`src/rtl/bounce_pkg.sv`:
```
package bounce_pkg;

  // Sweep variant selected at reset.
  typedef enum logic {
    SWEEP_PLAIN = 1'b0,
    SWEEP_DWELL = 1'b1
  } sweep_mode_e;

  // Default output width; ring widths derive from it.
  localparam int unsigned PAT_W_DEF = 4;

  // Ring positions for the plain bounce: top and bottom visited once.
  function automatic int unsigned plain_ring_len(input int unsigned pat_w);
    return 2 * pat_w - 2;
  endfunction

  // Ring positions for the dwell bounce: every code visited twice.
  function automatic int unsigned dwell_ring_len(input int unsigned pat_w);
    return 2 * pat_w;
  endfunction

endpackage

```
`src/rtl/mode_capture.sv`:
```
module mode_capture
  import bounce_pkg::*;
(
  input  logic        clk,
  input  logic        rst,
  input  sweep_mode_e mode_in,
  output sweep_mode_e mode_q
);

  // Mode register follows the input only on reset edges.
  always_ff @(posedge clk) begin
    if (rst) mode_q <= mode_in;
  end

  // The captured mode never moves unless the previous edge was a reset edge.
  assert_mode_frozen_R7: assert property (@(posedge clk) disable iff (rst)
    !$past(rst) |-> $stable(mode_q));

endmodule

```
`src/rtl/ring_rotor.sv`:
```
module ring_rotor
  import bounce_pkg::*;
#(
  parameter int unsigned RING_W  = 8,
  parameter int unsigned PLAIN_W = 6
) (
  input  logic              clk,
  input  logic              rst,
  input  logic              step_en,
  input  sweep_mode_e       seed_mode,
  input  sweep_mode_e       run_mode,
  output logic [RING_W-1:0] ring_q,
  output logic              wrap_evt
);

  localparam int unsigned PAD_W = RING_W - PLAIN_W;
  localparam logic [RING_W-1:0] SEED_DWELL = {1'b1, {(RING_W-1){1'b0}}};
  localparam logic [RING_W-1:0] SEED_PLAIN =
    {{PAD_W{1'b0}}, 1'b1, {(PLAIN_W-1){1'b0}}};

  logic [RING_W-1:0] ring_nxt;

  // Right rotation that closes at the top of the active ring.
  always_comb begin
    ring_nxt = '0;
    if (run_mode == SWEEP_DWELL) begin
      ring_nxt = {ring_q[0], ring_q[RING_W-1:1]};
    end else begin
      ring_nxt[PLAIN_W-1:0] = {ring_q[0], ring_q[PLAIN_W-1:1]};
    end
  end

  always_ff @(posedge clk) begin
    if (rst) begin
      ring_q <= (seed_mode == SWEEP_DWELL) ? SEED_DWELL : SEED_PLAIN;
    end else if (step_en) begin
      ring_q <= ring_nxt;
    end
  end

  // Named event: the single one leaves bit 0 on this step.
  assign wrap_evt = step_en & ring_q[0] & ~rst;

  assert_seed_dwell_R1: assert property (@(posedge clk) disable iff (rst)
    $past(rst) && ($past(seed_mode) == SWEEP_DWELL) |-> ring_q[RING_W-1]);

  assert_seed_plain_R1: assert property (@(posedge clk) disable iff (rst)
    $past(rst) && ($past(seed_mode) == SWEEP_PLAIN) |-> ring_q[PLAIN_W-1]);

  assert_hold_R6: assert property (@(posedge clk) disable iff (rst)
    !step_en |=> $stable(ring_q));

  assert_single_one_R8: assert property (@(posedge clk) disable iff (rst)
    $countones(ring_q) == 1);

  assert_plain_pad_R4: assert property (@(posedge clk) disable iff (rst)
    (run_mode == SWEEP_PLAIN) |-> (ring_q[RING_W-1:PLAIN_W] == '0));

  assert_wrap_top_R4: assert property (@(posedge clk) disable iff (rst)
    wrap_evt && (run_mode == SWEEP_PLAIN) |=> ring_q[PLAIN_W-1]);

endmodule

```
`src/rtl/tap_folder.sv`:
```
module tap_folder
  import bounce_pkg::*;
#(
  parameter int unsigned PAT_W  = 4,
  parameter int unsigned RING_W = 8
) (
  input  sweep_mode_e       mode,
  input  logic [RING_W-1:0] ring,
  output logic [PAT_W-1:0]  pat
);

  logic [PAT_W-1:0] plain_fold;
  logic [PAT_W-1:0] dwell_fold;

  // Output bit k is the OR of the two ring taps that mirror about the fold.
  for (genvar k = 0; k < PAT_W; k++) begin : g_fold
    if ((k == 0) || (k == PAT_W - 1)) begin : g_end
      assign plain_fold[k] = ring[k + PAT_W - 2];
    end else begin : g_mid
      assign plain_fold[k] = ring[k + PAT_W - 2] | ring[PAT_W - 2 - k];
    end
    assign dwell_fold[k] = ring[k + PAT_W] | ring[PAT_W - 1 - k];
  end

  assign pat = (mode == SWEEP_DWELL) ? dwell_fold : plain_fold;

endmodule

```
`src/rtl/bounce_onehot_gen.sv`:
```
module bounce_onehot_gen
  import bounce_pkg::*;
#(
  parameter int unsigned PAT_W = PAT_W_DEF
) (
  input  logic                          clk,
  input  logic                          rst,
  input  logic                          step_en,
  input  logic                          dwell_mode,
  output logic [PAT_W-1:0]              pattern_o,
  output logic [dwell_ring_len(PAT_W)-1:0] ring_o
);

  localparam int unsigned RING_W  = dwell_ring_len(PAT_W);
  localparam int unsigned PLAIN_W = plain_ring_len(PAT_W);
  localparam logic [PAT_W-1:0] CODE_TOP = {1'b1, {(PAT_W-1){1'b0}}};
  localparam logic [PAT_W-1:0] CODE_NXT = CODE_TOP >> 1;
  localparam logic [PAT_W-1:0] CODE_BOT = {{(PAT_W-1){1'b0}}, 1'b1};

  sweep_mode_e mode_req;
  sweep_mode_e mode_live;
  logic        wrap_evt;

  assign mode_req = dwell_mode ? SWEEP_DWELL : SWEEP_PLAIN;

  mode_capture u_mode (
    .clk     (clk),
    .rst     (rst),
    .mode_in (mode_req),
    .mode_q  (mode_live)
  );

  ring_rotor #(
    .RING_W  (RING_W),
    .PLAIN_W (PLAIN_W)
  ) u_ring (
    .clk       (clk),
    .rst       (rst),
    .step_en   (step_en),
    .seed_mode (mode_req),
    .run_mode  (mode_live),
    .ring_q    (ring_o),
    .wrap_evt  (wrap_evt)
  );

  tap_folder #(
    .PAT_W  (PAT_W),
    .RING_W (RING_W)
  ) u_fold (
    .mode (mode_live),
    .ring (ring_o),
    .pat  (pattern_o)
  );

  assert_pattern_onehot_R8: assert property (@(posedge clk) disable iff (rst)
    $countones(pattern_o) == 1);

  assert_plain_descend_R3: assert property (@(posedge clk) disable iff (rst)
    (mode_live == SWEEP_PLAIN) && step_en && (pattern_o == CODE_TOP)
    |=> pattern_o == CODE_NXT);

  assert_dwell_linger_R5: assert property (@(posedge clk) disable iff (rst)
    (mode_live == SWEEP_DWELL) && step_en && ring_o[PAT_W]
    |=> pattern_o == CODE_BOT);

  assert_wrap_top_R5: assert property (@(posedge clk) disable iff (rst)
    (mode_live == SWEEP_DWELL) && wrap_evt |=> pattern_o == CODE_TOP);

  assert_pattern_hold_R6: assert property (@(posedge clk) disable iff (rst)
    !step_en |=> $stable(pattern_o));

endmodule

```
`config.mk`:
```
export PLATFORM = sky130hd
export DESIGN_NAME = bounce_onehot_gen
export DESIGN_NICKNAME = d
export VERILOG_FILES = /design/src/rtl/bounce_pkg.sv /design/src/rtl/mode_capture.sv /design/src/rtl/ring_rotor.sv /design/src/rtl/tap_folder.sv /design/src/rtl/bounce_onehot_gen.sv
export SDC_FILE = /design/constraint.sdc
export NUM_CORES = 1
export LEC_CHECK = 0
export BUFFER_PORTS_ARGS = -buffer_cell sky130_fd_sc_hd__buf_2
export CAP_MARGIN = 20
export CORE_AREA = 2 2 39 41
export DETAILED_ROUTE_END_ITERATION = 7
export DIE_AREA = 0 0 41 43
export GPL_TIMING_DRIVEN = 0
export PLACE_DENSITY = 0.68
export SLEW_MARGIN = 0
export SYNTH_ARGS = -nofsm -noshare
export SYNTH_HDL_FRONTEND = slang
export SYNTH_SLANG_ARGS = --single-unit
```
`constraint.sdc`:
```
create_clock -name clk -period 1.1 [get_ports clk]
set_clock_uncertainty 0.05 [all_clocks]
set_input_delay 0.11 -clock clk [delete_from_list [all_inputs] [get_ports clk]]
set_output_delay 0.11 -clock clk [all_outputs]
set_load 0.01 [all_outputs]
```
==> results.ini <==
[run_status]
status=finished with violations
violations=negative setup slack

[synthesis]
synth-async-reset-ratio_pct=0
ys_types=11
synth-edff-count=9
synth_area_um2=432
synth-seq-area-share_pct=62.6
syn_inst=34
synthFlopType=edfxtp_1
synth.avg_cell_area_um2=12.7
yosys.area.top_type=edfxtp_1
ys_ff_latch=9
syn_nets=38
synth_area_leaders=edfxtp_1 (63%), nor2b_1 (7.2%), buf_6 (5.2%)
yosysTopAreaCellShare_pct=62.6
synth_most_common_cell=edfxtp_1
ys_warn_count=0
synthTopCellsByCount=edfxtp_1 (9), nor2_1 (6), nor2b_1 (5)

[final_layout]
instances_no_fill=72
antenna_cells=0
finalInstanceArea_um2=603
fill_cells=147
drive_gt1_share_pct=51.8
synthToLayoutAreaGrowth_pct=39.7
final_core_util_pct=43.6
nNetsFinal=61

[timing]
tightestPinTransition_ns=0.349
hold_violations=0
final-setup-viol-count=7
worst_slack_ns=-0.178
rsz0062_at_grt=true
worst_hold_slack_ns=0.0192
fin_crit_sh_pct=116
period_needed_ns=1.28
relSlewSlack_pct=76.7
slew_viol_final=0
fmax_ghz=0.782

[place]
gp_congestion=0.711
dp_cells=65
hpwl_um=553
numPortBuffers=15
dpl-instance-area_um2=527

[run]
cap_violations=0

[grt]
grt_start_max_net_pins=10
overflow=0
grt_pass1_wl_um=1210
grt_pass1_vias=303
grt_antenna_before_repair=0
grtUsageTotal_pct=11.0

[route]
first_pass_iters=4
drt-met1-wl_um=369
drc=0
ant_nets=0
dr_wl_met3_um=48
first_iter_violations=7
via_per_inst=4.67
top_layer=met4
dr_total_vias=336
routed_wl_um=858
met2_length_um=419
avgRoutedWirePerCell_um=11.9

[floorplan]
core-area_um2=1380
start_util_pct=31.2
die_x_um=41
num_rows=14
die_area_um2=1760
die_y_um=43
boundaryPins=16

[worst_setup_path]
critPathMaxStageDelay_ns=0.41
worst_ep_required_time_ns=0.94
critPathLaunchType=flip-flop
path_cells=buf_6 > nor3_4 > a21oi_1 > buf_2
critical_path.max_fanout=5
critical_path_class=reg -> out
slowest_stage=edfxtp_1
crit_arrival_ns=1.12
worst_setup_path_end_kind=output pin

[worst_hold_path]
hold_path.class=in -> reg

[power]
vdd_ir_drop_max_mv=0.547
p_per_area_nw_per_um2=1440
p_leak_nw=0.265

[clocking]
numCtsBuffers=3
root_buffer=clkbuf_4
cts_max_level=1
clkTransAtPathRegs_ns=0.06
cts_max_path_buffers=2
worstSkewPairLatency_ns=0.25
clock_sinks=9
cts_tree=yes

[stage by stage]
stage | power (mW) | setup TNS, ns | worst slack, ns
CTS | 0.867 | -0.932 | -0.169
finish | 0.870 | -0.949 | -0.178
detailed placement | 0.601 | -0.0357 | -0.0357
global placement | 0.598 | 0 | 0.00577
global route | 0.926 | -1.29 | -0.249
floorplan | 0.536 | 0 | 0.0220
[flip-flops by register name, summed over array words and instances, names as in the netlist]
signal,cells
u_ring.ring_q,8
u_mode.mode_q,1
[logic make-up after synthesis]
family	Yosys count	synth area share, %
and+or+nand+nor	16	20.9
DFF	9	62.6
AOI/OAI and AO/OA	5	6.67
muxes	2	4.64
buffers and inverters	2	5.22
[per-layer routing]
layer / vias up / GRT usage [%]
met3: 2 / 3.14
met2: 12 / 16.3
met4: 0 / 10.0
li1: 164 / -
met5: - / 0
met1: 158 / 11.9
[worst paths after layout]
check | endpoint | from | slack [ns] | depth (start not counted)
max reg2reg | u_ring.ring_q[5] | u_mode.mode_q | -0.17 | 4
min reg2reg | u_ring.ring_q[6] | u_ring.ring_q[7] | 0.55 | 1
min | u_mode.mode_q | dwell_mode | 0.02 | 1
max | pattern_o[1] | u_mode.mode_q | -0.18 | 4
[power breakdown]
group	total (mW)	switching, mW	internal (mW)
logic	0.179	0.0886	0.0903
registers	0.448	0.0342	0.414
clock network	0.243	0.104	0.139
[layout by cell type, fill, tap and decap left out, drive strengths merged]
master,Yosys,layout
mux2i,2,2
clkbuf,0,4
a21oi,4,4
buf,2,20
nor2b,6,6
or2,1,1
nor3,2,2
edfxtp,9,9
and2,1,1
nor2,6,6
a22o,1,1
[worst max-delay path, delay by kind of cell (launching register included)]
family                 cells  cell delay [ns]
DFF                        1             0.41
AOI/OAI and AO/OA          1             0.05
and+or+nand+nor            1             0.10
buffers and inverters      2             0.30
[area by class of cell]
type,instances,area [um2],area share [%]
repair buffers,18,95.1,15.8
clock buffers,4,26.3,4.36
well taps,16,20.0,3.32
plain buffers,2,22.5,3.73
flip-flops and latches,9,270,44.8
multi-input cells,23,169,28.0
[timing repair]
| item | in CTS | in global routing |
|---|---|---|
| pin swaps | 1 | 0 |
| setup buffers | 1 | 1 |
| hold buffers | 0 | 0 |
| gates cloned | 1 | 0 |
| endpoints found under the setup margin | 7 | 7 |
| gates resized for setup | 5 | 2 |
Note: power is estimated with default switching activity, not from simulation.
